**src/rtl/replay_guard_pkg.sv**
```systemverilog
package replay_guard_pkg;
  typedef enum logic [1:0] {ST_IDLE, ST_WALK, ST_FINISH} walkState_e;

  // strobes from control to datapath
  typedef struct packed {
    logic start;    // latch operation, clear accumulators
    logic isWrite;  // operation taken is a write
    logic step;     // fold word at current index
    logic finish;   // compare and commit
  } walkCtl_t;
endpackage

```
**src/rtl/replay_guard_ctrl.sv**
```systemverilog
module replay_guard_ctrl
  import replay_guard_pkg::*;
#(
  parameter int WORDS = 8,
  parameter int IDX_W = $clog2(WORDS)
) (
  input  logic             clk,
  input  logic             rstN,
  input  logic             wrReq,
  input  logic             fillReq,
  input  logic             flushReq,
  input  logic             errIn,
  output walkCtl_t         ctl,
  output logic [IDX_W-1:0] idx,
  output logic             busy
);
  localparam logic [IDX_W-1:0] LAST_IDX = IDX_W'(WORDS - 1);

  walkState_e state;

  always_comb begin
    ctl         = '0;
    ctl.start   = (state == ST_IDLE) && !errIn && (wrReq || fillReq);
    ctl.isWrite = wrReq;
    ctl.step    = (state == ST_WALK);
    ctl.finish  = (state == ST_FINISH);
  end

  assign busy = (state != ST_IDLE);

  always_ff @(posedge clk) begin
    if (!rstN) begin
      state <= ST_IDLE;
      idx   <= '0;
    end else begin
      unique case (state)
        ST_IDLE: if (ctl.start) begin
          state <= ST_WALK;
          idx   <= '0;
        end
        ST_WALK: if (idx == LAST_IDX) state <= ST_FINISH;
                 else idx <= idx + 1'b1;
        ST_FINISH: state <= ST_IDLE;
        default: state <= ST_IDLE;
      endcase
    end
  end


  take_req_chk: assert property (@(posedge clk) disable iff (!rstN)
    (!busy && !errIn && (wrReq || fillReq)) |=> (busy && idx == '0));


  walk_order_chk: assert property (@(posedge clk) disable iff (!rstN)
    (state == ST_WALK && idx != LAST_IDX) |=> (state == ST_WALK && idx == $past(idx) + 1'b1));


  flush_no_walk_chk: assert property (@(posedge clk) disable iff (!rstN)
    (!busy && flushReq && !wrReq && !fillReq) |=> !busy);


  halted_idle_chk: assert property (@(posedge clk) disable iff (!rstN)
    (!busy && errIn) |=> !busy);
endmodule

```
**src/rtl/replay_guard_dp.sv**
```systemverilog
module replay_guard_dp
  import replay_guard_pkg::*;
#(
  parameter int              WORDS      = 8,
  parameter int              DATA_W     = 16,
  parameter logic [DATA_W-1:0] EMPTY_CODE = 16'hA5C3,
  parameter int              IDX_W      = $clog2(WORDS)
) (
  input  logic              clk,
  input  logic              rstN,
  input  walkCtl_t          ctl,
  input  logic [IDX_W-1:0]  idx,
  input  logic [IDX_W-1:0]  wrAddr,
  input  logic [DATA_W-1:0] wrData,
  input  logic [DATA_W-1:0] viewData,
  output logic              replayErr
);
  function automatic logic [DATA_W-1:0] foldStep(logic [DATA_W-1:0] acc, logic [DATA_W-1:0] w);
    return {acc[DATA_W-2:0], acc[DATA_W-1]} ^ w;
  endfunction

  function automatic logic [DATA_W-1:0] emptyFold();
    logic [DATA_W-1:0] acc = '0;
    for (int i = 0; i < WORDS; i++) acc = foldStep(acc, EMPTY_CODE);
    return acc;
  endfunction

  localparam logic [DATA_W-1:0] RESET_DIGEST = emptyFold();

  logic [DATA_W-1:0] digest;       // no port reaches this
  logic [WORDS-1:0]  written;
  logic [DATA_W-1:0] checkAcc, nextAcc;
  logic [IDX_W-1:0]  opAddr;
  logic [DATA_W-1:0] opData;
  logic              opWrite;
  logic [DATA_W-1:0] curCode, newCode;

  always_comb begin
    curCode = written[idx] ? viewData : EMPTY_CODE;
    newCode = (opWrite && idx == opAddr) ? opData : curCode;
  end

  always_ff @(posedge clk) begin
    if (!rstN) begin
      digest    <= RESET_DIGEST;
      written   <= '0;
      checkAcc  <= '0;
      nextAcc   <= '0;
      opAddr    <= '0;
      opData    <= '0;
      opWrite   <= 1'b0;
      replayErr <= 1'b0;
    end else begin
      if (ctl.start) begin
        checkAcc <= '0;
        nextAcc  <= '0;
        opAddr   <= wrAddr;
        opData   <= wrData;
        opWrite  <= ctl.isWrite;
      end
      if (ctl.step) begin
        checkAcc <= foldStep(checkAcc, curCode);
        nextAcc  <= foldStep(nextAcc, newCode);
      end
      if (ctl.finish) begin
        if (checkAcc != digest) begin
          replayErr <= 1'b1;
        end else if (opWrite) begin
          digest          <= nextAcc;
          written[opAddr] <= 1'b1;
        end
      end
    end
  end


  err_sticky_chk: assert property (@(posedge clk) disable iff (!rstN)
    replayErr |=> replayErr);


  no_commit_on_bad_chk: assert property (@(posedge clk) disable iff (!rstN)
    (ctl.finish && checkAcc != digest) |=> (replayErr && digest == $past(digest)));


  digest_hold_chk: assert property (@(posedge clk) disable iff (!rstN)
    (!ctl.finish) |=> (digest == $past(digest)));
endmodule

```
**src/rtl/replay_guard.sv**
```systemverilog
module replay_guard
  import replay_guard_pkg::*;
#(
  parameter int                WORDS      = 8,
  parameter int                DATA_W     = 16,
  parameter logic [DATA_W-1:0] EMPTY_CODE = 16'hA5C3,
  localparam int               IDX_W      = $clog2(WORDS)
) (
  input  logic              clk,
  input  logic              rstN,
  input  logic              wrReq,
  input  logic [IDX_W-1:0]  wrAddr,
  input  logic [DATA_W-1:0] wrData,
  input  logic              fillReq,
  input  logic              flushReq,
  output logic              busy,
  output logic [IDX_W-1:0]  viewAddr,
  input  logic [DATA_W-1:0] viewData,
  output logic              replayErr
);
  walkCtl_t         ctl;
  logic [IDX_W-1:0] idx;

  replay_guard_ctrl #(.WORDS(WORDS), .IDX_W(IDX_W)) u_ctrl (
    .clk(clk), .rstN(rstN), .wrReq(wrReq), .fillReq(fillReq), .flushReq(flushReq),
    .errIn(replayErr), .ctl(ctl), .idx(idx), .busy(busy)
  );

  replay_guard_dp #(.WORDS(WORDS), .DATA_W(DATA_W), .EMPTY_CODE(EMPTY_CODE), .IDX_W(IDX_W)) u_dp (
    .clk(clk), .rstN(rstN), .ctl(ctl), .idx(idx), .wrAddr(wrAddr), .wrData(wrData),
    .viewData(viewData), .replayErr(replayErr)
  );

  assign viewAddr = idx;
endmodule

```
**config.mk**
```make
export PLATFORM = sky130hd
export DESIGN_NAME = replay_guard
export DESIGN_NICKNAME = d
export VERILOG_FILES = /design/src/rtl/replay_guard_pkg.sv /design/src/rtl/replay_guard_ctrl.sv /design/src/rtl/replay_guard_dp.sv /design/src/rtl/replay_guard.sv
export SDC_FILE = /design/constraint.sdc
export NUM_CORES = 1
export LEC_CHECK = 0
export ABC_AREA = 1
export BUFFER_PORTS_ARGS = -buffer_cell sky130_fd_sc_hd__buf_2
export CAP_MARGIN = 25
export CORE_MARGIN = 1.5
export CORE_UTILIZATION = 45
export CTS_BUF_LIST = sky130_fd_sc_hd__clkbuf_4 sky130_fd_sc_hd__clkbuf_8
export CTS_CLUSTER_DIAMETER = 80
export DETAILED_ROUTE_END_ITERATION = 6
export HOLD_SLACK_MARGIN = 0.15
export PLACE_DENSITY_LB_ADDON = 0.08
export SLEW_MARGIN = 20
export SYNTH_ARGS = -nofsm -noshare
export SYNTH_HDL_FRONTEND = slang
export SYNTH_SLANG_ARGS = --single-unit
export TNS_END_PERCENT = 50
```
**constraint.sdc**
```tcl
create_clock -name clk -period 1.45 [get_ports clk]
set_input_delay 0.0725 -clock clk [delete_from_list [all_inputs] [get_ports clk]]
set_output_delay 0.0725 -clock clk [all_outputs]
set_load 0.05 [all_outputs]
```
==> key figures <==
Placement
  – Final RePlAce weighted congestion: 0.830
  – Final HPWL DP: 8.01 mm
  – Port Buffer Count: 43

Pwr
  – Clock Power Share: 30.5%
  – Internal power: 3.79 mW
  – Pwr Density: 921 mW/mm²
  – Leakage power: 2.51 nW
  – Psw: 1.72 mW
  – Maximum VDD drop: 585 µV
  – Overall power: 5.50 mW
  – Flop pwr share: 45.3%
  – Combinational power share: 24.2%
  – Sw frac: 31.2%

Global route
  – Global routing's busiest layer: met2
  – Global route overflow: 0
  – GR Util met3: 2.67%
  – Met1 global-route usage: 35.9%
  – Global Route Usage Sum: 25.5%
  – Vias in the first global route: 4,163
  – Antenna violations before repair: 0
  – First-pass GRT wire length: 20.2 mm
  – Met2 usage: 41.7%
  – Largest net degree at the start of global routing: 33

Setup path
  – WP data required: 1.68 ns
  – Crit path launch type: flop
  – Setup CP Type: reg2reg
  – Register-to-register setup slack: -0.14 ns
  – RR Endpoint: u_dp.digest[13]$_SDFFE_PN1P_
  – Max incr delay on CP: 0.32 ns
  – Critical Path, Cell by Cell: or2_0 -> a21oi_1 -> nand2_1 -> nor2_1 -> and2_4 -> buf_12 -> nand2_8 -> nand2_2 -> nand3_1
  – Critical path endpoint category: flop
  – Worst path slowest cell: dfxtp_2
  – CP delay by family, top: simple AND/OR/NAND/NOR gates
  – Critical Path AT: 1.82 ns
  – Critical Path Fanout Max: 7
  – R2R cell count: 9
  – RR Startpoint: u_dp.digest[0]$_SDFFE_PN0P_
  – CP Buf/Inv Count: 1

Die
  – DIE AREA: 0.00991 mm²
  – Die width: 99.6 µm
  – Total core area: 0.00915 mm²
  – Die height: 99.6 µm
  – Num rows: 35
  – I/O pin total: 45
  – Initial core utilization: 45.9%

Finish
  – Nets@finish: 797
  – Ant. Diodes: 0
  – Fill count: 796
  – Fraction of layout cells with a size suffix above 1: 28.6%
  – Layout area overhead: 42.5%
  – Final Core Density: 65.3%

Logic synthesis
  – Syn Area/Cell: 6.54 µm²
  – Syn_nets: 684
  – Synth top area cells: dfxtp_1 (39%), nand2_1 (13%), nand3_1 (10%), a21oi_1 (8.6%), inv_1 (7.0%)
  – Top-area cell type share of the netlist area: 39.1%
  – Top-count cell post-synth: nand2_1
  – Ys Warns: 0
  – Sequential-to-total area share from yosys stat: 39.1%
  – Synth unique cells: 26
  – Commonest cells in the netlist: nand2_1 (147), nand3_1 (86), dfxtp_1 (82), inv_1 (78), a21oi_1 (72)
  – Cells after Synth: 642
  – Synth async-reset ratio: 0%
  – Main synth FF type: dfxtp_1
  – Largest area contributor in the netlist: dfxtp_1
  – Synth Cell Area: 0.00420 mm²
  – EDFF count, synth: 0
  – Synth Register Bits: 82

STA
  – RSZ-0062 raised after global routing: true
  – Fin crit period: 1.59 ns
  – Actual slew at the worst max-slew pin: 0.496 ns
  – Final setup vio count: 57
  – Final Hold Viols: 0
  – Setup WS post-layout: -0.137 ns
  – Worst relative slew slack: 66.8%
  – Min Hold Slack: 0.150 ns
  – Worst Clk Skew: 0.00786 ns
  – Setup_tns: -4.12 ns
  – Count of pins over their slew limit: 0
  – Ratio of final minimum period to clock period: 109%
  – Peak Freq: 630 MHz

Status
  – Outcome: finished, violations left
  – Failing checks: negative setup slack

CTS
  – CTS Root Cell: clkbuf_8
  – H-tree depth: 3
  – Clock latency on the worst-skew pair: 0.35 ns
  – CTS clk-pin slew, worst paths: 0.09 ns
  – CTS tree: done
  – Clk buf depth: 2
  – Clock sinks: 82
  – Cts bufs inserted: 9

Route
  – Routed WL: 13.3 mm
  – Per-cell routed wire length: 15.2 µm
  – Vias per inst: 5.28
  – Detail Route Antenna Nets: 0
  – Initial DRC count: 259
  – Drt first pass iters: 5
  – DR vias: 4,595
  – # DRC: 0

Worst hold path
  – Hold Path Stages: 6
  – Hold crit path type: in2reg
  – Hold Crit Endpoint: u_dp.checkAcc[10]$_SDFFE_PN0P_
  – Hold path start: viewData[10]

Job
  – Max_cap viols: 0
layer usage:
| metal | wire (µm) | vias to the layer above |
|---|---|---|
| li1 | - | 2304 |
| met1 | 6140 | 2120 |
| met2 | 6210 | 154 |
| met3 | 700 | 17 |
| met4 | 233 | 0 |
| met5 | 0 | - |
worst min-delay path, delay by kind of cell:
kind,cells,cell delay [ns]
AND/OR/NAND/NOR,3,0.20
buffers and inverters,2,0.13
AO/OA/AOI/OAI,1,0.05
cells by family after synthesis:
group / after synthesis / share of synthesized area (%)
AOI/OAI and AO/OA: 102 / 12.3
adders and majority gates: 2 / 0.596
buffers and inverters: 118 / 11.5
DFF: 82 / 39.1
xor gates and xnor gates: 14 / 2.92
and+or+nand+nor: 324 / 33.5
how the worst max path moves through the flow:
stage | startpoint | slack (ns) | end | depth (start not counted)
2_1_floorplan | u_ctrl.idx[0]$_SDFFE_PN0P_ | -0.01 | u_dp.checkAcc[10]$_SDFFE_PN0P_ | 10
3_3_place_gp | u_ctrl.idx[0]$_SDFFE_PN0P_ | -0.10 | u_dp.nextAcc[15]$_SDFFE_PN0P_ | 10
3_5_place_dp | u_dp.digest[0]$_SDFFE_PN0P_ | -0.16 | u_dp.digest[0]$_SDFFE_PN0P_ | 8
4_1_cts | u_ctrl.idx[0]$_SDFFE_PN0P_ | -0.09 | u_dp.checkAcc[13]$_SDFFE_PN0P_ | 10
5_1_grt | u_dp.digest[0]$_SDFFE_PN0P_ | -0.23 | u_dp.digest[13]$_SDFFE_PN1P_ | 9
6_report | u_dp.digest[0]$_SDFFE_PN0P_ | -0.14 | u_dp.digest[13]$_SDFFE_PN1P_ | 9
power by group through the flow:
stage	registers (mW)	clock network (mW)	logic, mW
final	2.49	1.68	1.33
after global routing	2.51	1.80	1.46
after CTS	2.48	1.71	1.12
after detailed placement	2.53	0	1.01
after global placement	2.53	0	0.993
after floorplan	2.53	0	0.627
cell usage in the layout, fill, tap and decap left out, types with 2 or more instances in the layout:
master,Yosys,routed
dfxtp_4,0,3
nand3_2,0,17
o21ai_0,23,19
dlygate4sd3_1,0,26
nand2_2,4,13
dfxtp_2,0,6
clkbuf_16,0,4
clkinv_2,0,2
clkbuf_8,0,9
inv_2,6,8
buf_4,5,44
nand2_8,0,3
nor2_2,1,10
buf_6,1,7
clkinvlp_4,0,2
clkbuf_4,0,2
nor3_1,9,9
xor2_1,2,2
inv_1,78,74
dfxtp_1,82,73
xnor2_1,12,12
nand4_1,19,19
buf_2,12,43
o21ai_1,5,9
a21oi_2,0,16
nor2_1,55,45
nand3_1,86,59
nand3_4,0,10
nand2_1,147,137
buf_12,0,9
a21oi_1,72,56
layout make-up:
| class | instances | area [µm²] | share of cell area, % |
|---|---|---|---|
| clock inverters | 5 | 55.1 | 0.921 |
| repair buffers | 134 | 1190 | 19.9 |
| clock buffers | 11 | 139 | 2.32 |
| multi-input cells | 444 | 2470 | 41.3 |
| inverters | 84 | 325 | 5.44 |
| well taps | 111 | 139 | 2.32 |
| flip-flops and latches | 82 | 1660 | 27.8 |
flip-flops by register name, indices dropped and copies added, names as in the netlist:
register / count
u_ctrl.idx: 3
u_ctrl.state: 2
u_dp.checkAcc: 16
u_dp.digest: 16
u_dp.nextAcc: 16
u_dp.opAddr: 3
u_dp.opData: 16
u_dp.opWrite: 1
u_dp.replayErr: 1
u_dp.written: 8
per-stage QoR:
step / cell area (µm²) / instances / setup WS (ns)
floorplan: 4220 / 642 / -0.0135
global placement: 4820 / 811 / -0.104
detailed placement: 4820 / 811 / -0.161
CTS: 5520 / 861 / -0.0910
global route: 5980 / 871 / -0.231
finish: 5980 / 871 / -0.137
what timing repair did:
action                                  in CTS  in global routing
endpoints found under the hold margin       25                  0
hold buffers                                26                  0
gates resized for setup                     27                 83
buffers inserted                             3                  5
pin swaps                                    3                 20
cloned                                       5                  6
endpoints found under the setup margin      60                 77
(Power assumes the default switching activity.)
